`config.mk`:
```
export PLATFORM = sky130hd
export DESIGN_NAME = rstc_top
export DESIGN_NICKNAME = d
export VERILOG_FILES = /design/src/rtl/rstc_pkg.sv /design/src/rtl/rstc_datapath.sv /design/src/rtl/rstc_control.sv /design/src/rtl/rstc_top.sv
export SDC_FILE = /design/constraint.sdc
export NUM_CORES = 1
export LEC_CHECK = 0
export BUFFER_PORTS_ARGS = -buffer_cell sky130_fd_sc_hd__buf_2
export CORE_MARGIN = 2
export CORE_UTILIZATION = 53
export DETAILED_ROUTE_END_ITERATION = 6
export PLACE_DENSITY = 0.8
export SLEW_MARGIN = 10
export SYNTH_ARGS = -nofsm -noshare
export SYNTH_HDL_FRONTEND = slang
export SYNTH_SLANG_ARGS = --single-unit
```
`constraint.sdc`:
```
create_clock -name clk -period 2.6 [get_ports clk]
set_clock_uncertainty 0.15 [all_clocks]
set_input_delay 0.26 -clock clk [delete_from_list [all_inputs] [get_ports clk]]
set_output_delay 0.26 -clock clk [all_outputs]
set_load 0.02 [all_outputs]
```
`src/rtl/rstc_pkg.sv`:
```
package rstc_pkg;
  typedef enum logic [1:0] {
    PWR_OFF    = 2'b00,
    PWR_ACTIVE = 2'b01,
    PWR_SLEEP  = 2'b10
  } pwr_state_e;

  localparam int CFG_W = 7;

  typedef struct packed {
    logic [1:0] durSel;    // bits 6:5
    logic       slpRstLvl; // bit 4
    logic       slpMask;   // bit 3
    logic       slpAuxLvl; // bit 2
    logic       swKeep;    // bit 1
    logic       reconfOn;  // bit 0
  } cfg_t;

  typedef struct packed {
    logic cntClr;
    logic cntInc;
    logic cfgLoad;
    logic cfgDefault;
  } ctl_strobe_t;
endpackage

```
`src/rtl/rstc_datapath.sv`:
```
module rstc_datapath
  import rstc_pkg::*;
#(
  parameter int unsigned DELAY0 = 3,
  parameter int unsigned DELAY1 = 11,
  parameter int unsigned DELAY2 = 51,
  parameter int unsigned DELAY3 = 101
) (
  input  logic             clk,
  input  logic             rstN,
  input  ctl_strobe_t      strobe,
  input  logic [CFG_W-1:0] wrData,
  output cfg_t             cfg,
  output logic             delayDone
);
  localparam int unsigned MAXD01 = (DELAY0 > DELAY1) ? DELAY0 : DELAY1;
  localparam int unsigned MAXD23 = (DELAY2 > DELAY3) ? DELAY2 : DELAY3;
  localparam int unsigned MAXD   = (MAXD01 > MAXD23) ? MAXD01 : MAXD23;
  localparam int CNT_W = $clog2(MAXD + 1);
  localparam logic [CFG_W-1:0] CFG_DEFAULT = '1;

  logic [CNT_W-1:0] cnt;
  logic [CNT_W-1:0] limit;
  logic [CNT_W-1:0] cntNext;

  always_comb begin
    unique case (cfg.durSel)
      2'b00:   limit = CNT_W'(DELAY0);
      2'b01:   limit = CNT_W'(DELAY1);
      2'b10:   limit = CNT_W'(DELAY2);
      default: limit = CNT_W'(DELAY3);
    endcase
  end

  assign cntNext = cnt + 1'b1;

  always_ff @(posedge clk or negedge rstN) begin
    if (!rstN) begin
      cnt       <= '0;
      delayDone <= 1'b0;
    end else if (strobe.cntClr) begin
      cnt       <= '0;
      delayDone <= 1'b0;
    end else if (strobe.cntInc && !delayDone) begin
      cnt       <= cntNext;
      delayDone <= (cntNext == limit);
    end
  end

  always_ff @(posedge clk or negedge rstN) begin
    if (!rstN) begin
      cfg <= cfg_t'(CFG_DEFAULT);
    end else if (strobe.cfgDefault) begin
      cfg <= cfg_t'(CFG_DEFAULT);
    end else if (strobe.cfgLoad) begin
      cfg <= cfg_t'(wrData);
    end
  end
endmodule

```
`src/rtl/rstc_control.sv`:
```
module rstc_control
  import rstc_pkg::*;
#(
  parameter int SYNC_STAGES = 2
) (
  input  logic        clk,
  input  logic        rstN,
  input  logic        msTick,
  input  logic [1:0]  pwrState,
  input  logic        seqStart,
  input  logic        seqIsOn,
  input  logic        extRstN,
  input  logic        swRst,
  input  logic        keyUnlocked,
  input  logic        cfgWrEn,
  input  cfg_t        cfg,
  input  logic        delayDone,
  output ctl_strobe_t strobe,
  output logic        sysRstN,
  output logic        auxRst,
  output logic        reloadReq
);
  logic [SYNC_STAGES-1:0] syncQ;
  logic isOff, isActive, isSleep, extActive;

  always_ff @(posedge clk or negedge rstN) begin
    if (!rstN) syncQ <= '1;
    else       syncQ <= {syncQ[SYNC_STAGES-2:0], extRstN};
  end

  assign isOff     = (pwrState == PWR_OFF);
  assign isActive  = (pwrState == PWR_ACTIVE);
  assign isSleep   = (pwrState == PWR_SLEEP);
  assign extActive = !syncQ[SYNC_STAGES-1] && !(isSleep && cfg.slpMask);

  always_comb begin
    strobe.cntClr     = isOff || seqStart || extActive;
    strobe.cntInc     = msTick;
    strobe.cfgDefault = swRst && !cfg.swKeep;
    strobe.cfgLoad    = cfgWrEn && keyUnlocked;
  end

  always_comb begin
    if (isSleep)       sysRstN = !(cfg.slpRstLvl || extActive);
    else if (isActive) sysRstN = delayDone && !extActive;
    else               sysRstN = 1'b0;
    auxRst = isSleep && cfg.slpAuxLvl;
  end

  always_ff @(posedge clk or negedge rstN) begin
    if (!rstN) reloadReq <= 1'b0;
    else       reloadReq <= seqStart && seqIsOn && cfg.reconfOn;
  end
endmodule

```
`src/rtl/rstc_top.sv`:
```
module rstc_top
  import rstc_pkg::*;
#(
  parameter int unsigned DELAY0 = 3,
  parameter int unsigned DELAY1 = 11,
  parameter int unsigned DELAY2 = 51,
  parameter int unsigned DELAY3 = 101
) (
  input  logic             clk,
  input  logic             rstN,
  input  logic             msTick,
  input  logic [1:0]       pwrState,
  input  logic             seqStart,
  input  logic             seqIsOn,
  input  logic             extRstN,
  input  logic             swRst,
  input  logic             keyUnlocked,
  input  logic             cfgWrEn,
  input  logic [CFG_W-1:0] cfgWrData,
  output logic             sysRstN,
  output logic             auxRst,
  output logic             reloadReq
);
  ctl_strobe_t strobe;
  cfg_t        cfg;
  logic        delayDone;

  rstc_control #(.SYNC_STAGES(2)) ctl_i (
    .clk(clk), .rstN(rstN), .msTick(msTick), .pwrState(pwrState),
    .seqStart(seqStart), .seqIsOn(seqIsOn), .extRstN(extRstN),
    .swRst(swRst), .keyUnlocked(keyUnlocked), .cfgWrEn(cfgWrEn),
    .cfg(cfg), .delayDone(delayDone), .strobe(strobe),
    .sysRstN(sysRstN), .auxRst(auxRst), .reloadReq(reloadReq)
  );

  rstc_datapath #(
    .DELAY0(DELAY0), .DELAY1(DELAY1), .DELAY2(DELAY2), .DELAY3(DELAY3)
  ) dp_i (
    .clk(clk), .rstN(rstN), .strobe(strobe), .wrData(cfgWrData),
    .cfg(cfg), .delayDone(delayDone)
  );
endmodule

```
; ---- Word level (Yosys, flattened, before mapping)
; Index checks and enable logic that the tools add are counted.
[word_totals]
elab_cells = 47
out_inout_bits = 3
register_bits = 18
[op_classes]
addsub = 1
n_reduce_logical = 22
n_mux = 9
eq_ne = 5
[op_table]
columns = cell, n
row1 = 7-bit 2-to-1 mux, 4
row2 = 7-bit one-hot mux with 3 select lines, 1
row3 = 1-bit logical AND, 9
row4 = 7-bit by 1-bit adder with 7-bit output (second input constant), 1
row5 = 7-bit equality test, 1
row6 = 1-bit zero test, 6
row7 = 2-bit by 1-bit equality test with 1-bit output (second input constant), 2
row8 = 2-bit equality test (second input constant), 2
row9 = 2-bit zero test, 2
row10 = 1-bit 2-to-1 mux, 4
row11 = 2-bit nonzero test, 2
row12 = 1-bit logical OR, 3

; ---- Longest topological paths before layout
[depth]
ltp_word = 8
ltp_mapped = 8
ltp_nobuf = 6

; ---- Cells and area by module
; From an unflattened synthesis, not the netlist that was laid out.
[unflattened]
cells_unflattened = 99
area_unflattened_um2 = 1019.7
[modules_own_cells]
columns = module, area_per_inst_um2, seq_area_each_um2, cells_each, n_inst
row1 = rstc_datapath, 857.1, 384.1, 84, 1
row2 = rstc_control, 162.7, 77.6, 15, 1

; ---- Worst setup path after synthesis
; No wires, ideal clock.
[synth_path]
path_kind = flip-flop to flip-flop
start = reg dp_i.cnt[0]
end = reg dp_i.delayDone
stages_incl_launch_ff = 9
setup_time_ps = 125
arrival_time_ps = 1660
setup_slack_ps = 665
n_path_buf = 2
cell_sequence = dfrtp_1 ha_1 buf_6 and3_4 buf_6 or3_1 o2111ai_1 o2111a_1 a211oi_2
[synth_via]
elab_chain_cells = 4
[synth_rtl]
columns = item, line
row1 = start: declaration, rstc_datapath.sv:22  ; logic [CNT_W-1:0] cnt;
row2 = start signal: assignment, rstc_datapath.sv:45  ; cnt <= cntNext;
row3 = 7-bit by 1-bit adder with 7-bit output, rstc_datapath.sv:35  ; assign cntNext = cnt + 1'b1;
row4 = 7-bit equality test, rstc_datapath.sv:46  ; delayDone <= (cntNext == limit);
row5 = 1-bit 2-to-1 mux, rstc_datapath.sv:44  ; end else if (strobe.cntInc && !delayDone) begin
row6 = 1-bit 2-to-1 mux, rstc_datapath.sv:41  ; end else if (strobe.cntClr) begin
row7 = end signal: assignment, rstc_datapath.sv:46
row8 = end: declaration, rstc_datapath.sv:14  ; output logic delayDone
; Every way passes these cells. The select of a mux whose other input is x is not followed.
; A chain may end at the register's enable or synchronous reset.

; ---- Final worst setup path
; Same ends and word-level chain as after synthesis.

==> results_dict.tcl <==
set metrics [dict create \
    status "finished, final reports clean" \
    cts_setup_buffers 0 \
    grt_max_degree 19 \
    grt_pass1_vias 875 \
    worstSetupPathType "flop to flop" \
    syn_inst 117 \
    ys_top_cells_by_area "dfstp_2 (22%), dfrtp_1 (21%), nand2_1 (6.6%)" \
    place.gp.congestion 0.959 \
    clock_latency_ps 290 \
    drv_slew 0 \
    grt_usage_pct 20.4 \
    nFillCells 183 \
    min_period_over_period_pct 77.7 \
    worstPathArrival_ps 2060 \
    hold_ws_ps 21.3 \
    synth_top_area_cell "dfstp_2" \
    worstRegToRegCells 6 \
    maxCapViolCount 0 \
    ys_ff_latch 18 \
    yosys_most_used_dff "dfstp_2" \
    num_rows 16 \
    via_count 875 \
    ys_warn_count 0 \
    cp_max_fo 8 \
    h-tree-depth 1 \
    start_util_pct 55.8 \
    tritoncts "done" \
    fin_setup_tns_ps 0 \
    synth_area_um2 1080 \
    synthArstFlopShare_pct 100 \
    drt-wirelength-per-cell_um 13.1 \
    firstDrtPassIters 4 \
    max_freq_ghz 0.495 \
    clockRootBuffer "clkbuf_4" \
    fp.dieW_um 49.2 \
    synth_edf_count 0 \
    antenna_left 0 \
    cts_buffers 3 \
    avgSynthCellArea_um2 9.26 \
    nNetsFinal 154 \
    synthesis.nets 136 \
    critPathRequiredTime_ps 2640 \
    drc 0 \
    cts.clk_slew.worst_paths_ps 100 \
    yosysSeqAreaShare_pct 42.6 \
    regArea_um2 462 \
    hpwl_um 1610 \
    grt_pass1_wl_um 3770 \
    vdd_ir_drop_max_mv 0.402 \
    hold_path_class "input pin to flop" \
    cts.sinks 18 \
    hold_violations 0 \
    critPathCaptureType "flop" \
    antenna_found_initial 0 \
    multiInputGateArea_um2 544 \
    cts_buffer_depth 2 \
    drt_wl_total_um 2110 \
    p_leak_uw 0.000540 \
    io_pins 21 \
    drt_iter0_drc 7 \
    setup_violations 0 \
    hold_depth 3 \
    rsz0062_at_grt "no" \
    fin_crit_ps 2020 \
    drive_gt1_share_pct 28.4 \
    power_density_nw_per_um2 522 \
    die_h_um 49.2 \
    tightest_slew_ps 539 \
    coreArea_um2 1940 \
    yosysUniqueCellTypes 38 \
    routed_via_density 5.43 \
    dieArea_um2 2420 \
    io_buffers 20 \
    overflow 0 \
    max_slew_margin_pct 64.0 \
    startpoint_type "flop" \
    synth_top_area_share_pct 21.8 \
    diodes 0 \
    area_delta_synth_final_pct 11.4 \
]
==> critical path: stages, from the launching register on <==
cell and delay [ps]:
dfrtp_1 460, ha_1 320, and3_4 240, or3_1 320
o2111ai_1 140, o2111a_1 250, a211oi_2 40
==> cell usage in the layout, fill, tap and decap left out, drive strengths merged, types with 3 or more instances in the layout <==
master,synthesis,layout
buf,6,20
nand2,19,19
nand3,10,10
nor2,9,9
dfrtp,9,9
dfstp,9,9
xor2,7,7
nand4,5,5
xnor2,4,4
and3,4,4
clkbuf,3,4
inv,3,3
o21ai,3,3
==> final timing paths <==
path | startpoint | to | slack, ps
hold reg to reg | ctl_i.syncQ[0]$_DFF_PN1_ | ctl_i.syncQ[1]$_DFF_PN1_ | 210
max in group asynchronous | rstN | ctl_i.syncQ[1]$_DFF_PN1_ | 1730
setup / recovery | dp_i.cnt[0]$_DFFE_PN0P_ | dp_i.delayDone$_DFFE_PN0P_ | 580
min in group asynchronous | rstN | dp_i.cnt[5]$_DFFE_PN0P_ | 260
setup reg to reg | dp_i.cnt[0]$_DFFE_PN0P_ | dp_i.delayDone$_DFFE_PN0P_ | 580
hold / removal | cfgWrData[6] | dp_i.cfg[6]$_DFFE_PN1P_ | 20
==> repair_timing <==
item / CTS / global route
gates resized for setup: 0 / 0
hold buffers: 2 / 0
endpoints found under the hold margin: 10 / 0
==> cell type report <==
type	instances	share of cell area (%)
inverters	3	0.933
well taps	27	2.80
repair buffers	22	9.95
flip-flops and latches	18	38.2
clock buffers	4	3.01
multi-input cells	87	45.1
==> cell usage after synthesis, types with 3 or more instances <==
cell type / count
and3_1: 3
buf_6: 4
clkbuf_1: 3
dfrtp_1: 9
dfstp_2: 9
inv_1: 3
nand2_1: 19
nand3_1: 10
nand4_1: 5
nor2_1: 9
o21ai_0: 3
xnor2_1: 4
xor2_1: 7
==> kinds of logic (layout without fill, tap and decap cells) <==
| kind of cell | after synthesis | in the layout | synth area share, % |
|---|---|---|---|
| flip-flops | 18 | 18 | 42.6 |
| buffers and inverters | 12 | 29 | 7.16 |
| multiplexers | 1 | 1 | 0.924 |
| AO/OA/AOI/OAI | 16 | 16 | 11.8 |
| adder cells (fa/ha/maj) | 1 | 1 | 1.15 |
| XOR/XNOR | 11 | 11 | 8.89 |
| AND/OR/NAND/NOR | 58 | 58 | 27.5 |
==> where the power goes <==
part / internal [µW] / switching, µW / leakage, µW
sequential: 323 / 26.9 / 0.000219
clock: 85.4 / 86.1 / 0.0000210
combinational: 51.0 / 57.0 / 0.000300
total: 460 / 170 / 0.000540
==> sequential cells by signal (all words and copies together) (netlist names) <==
register	cells
dp_i.delayDone	1
dp_i.cnt	7
dp_i.cfg	7
ctl_i.reloadReq	1
ctl_i.syncQ	2
==> metal layers <==
layer	routed length (µm)	GRT usage, %	vias to the layer above	part of all wire [%]
li1	-	-	438	-
met1	929	24.3	404	44
met2	1040	34.0	26	49
met3	83	4.29	7	3.9
met4	58	11.0	0	2.8
met5	0	0	-	0
==> stage by stage <==
step	setup WS, ps	total power [µW]	util, %	instances	area [µm²]
finish	580	630	62.2	161	1210
CTS	599	636	62.2	161	1210
global placement	709	457	59.3	155	1150
detailed placement	616	462	59.3	155	1150
floorplan	665	420	-	117	1080
global route	381	670	62.2	161	1210
No activity file was read; power rests on OpenSTA's default activity.
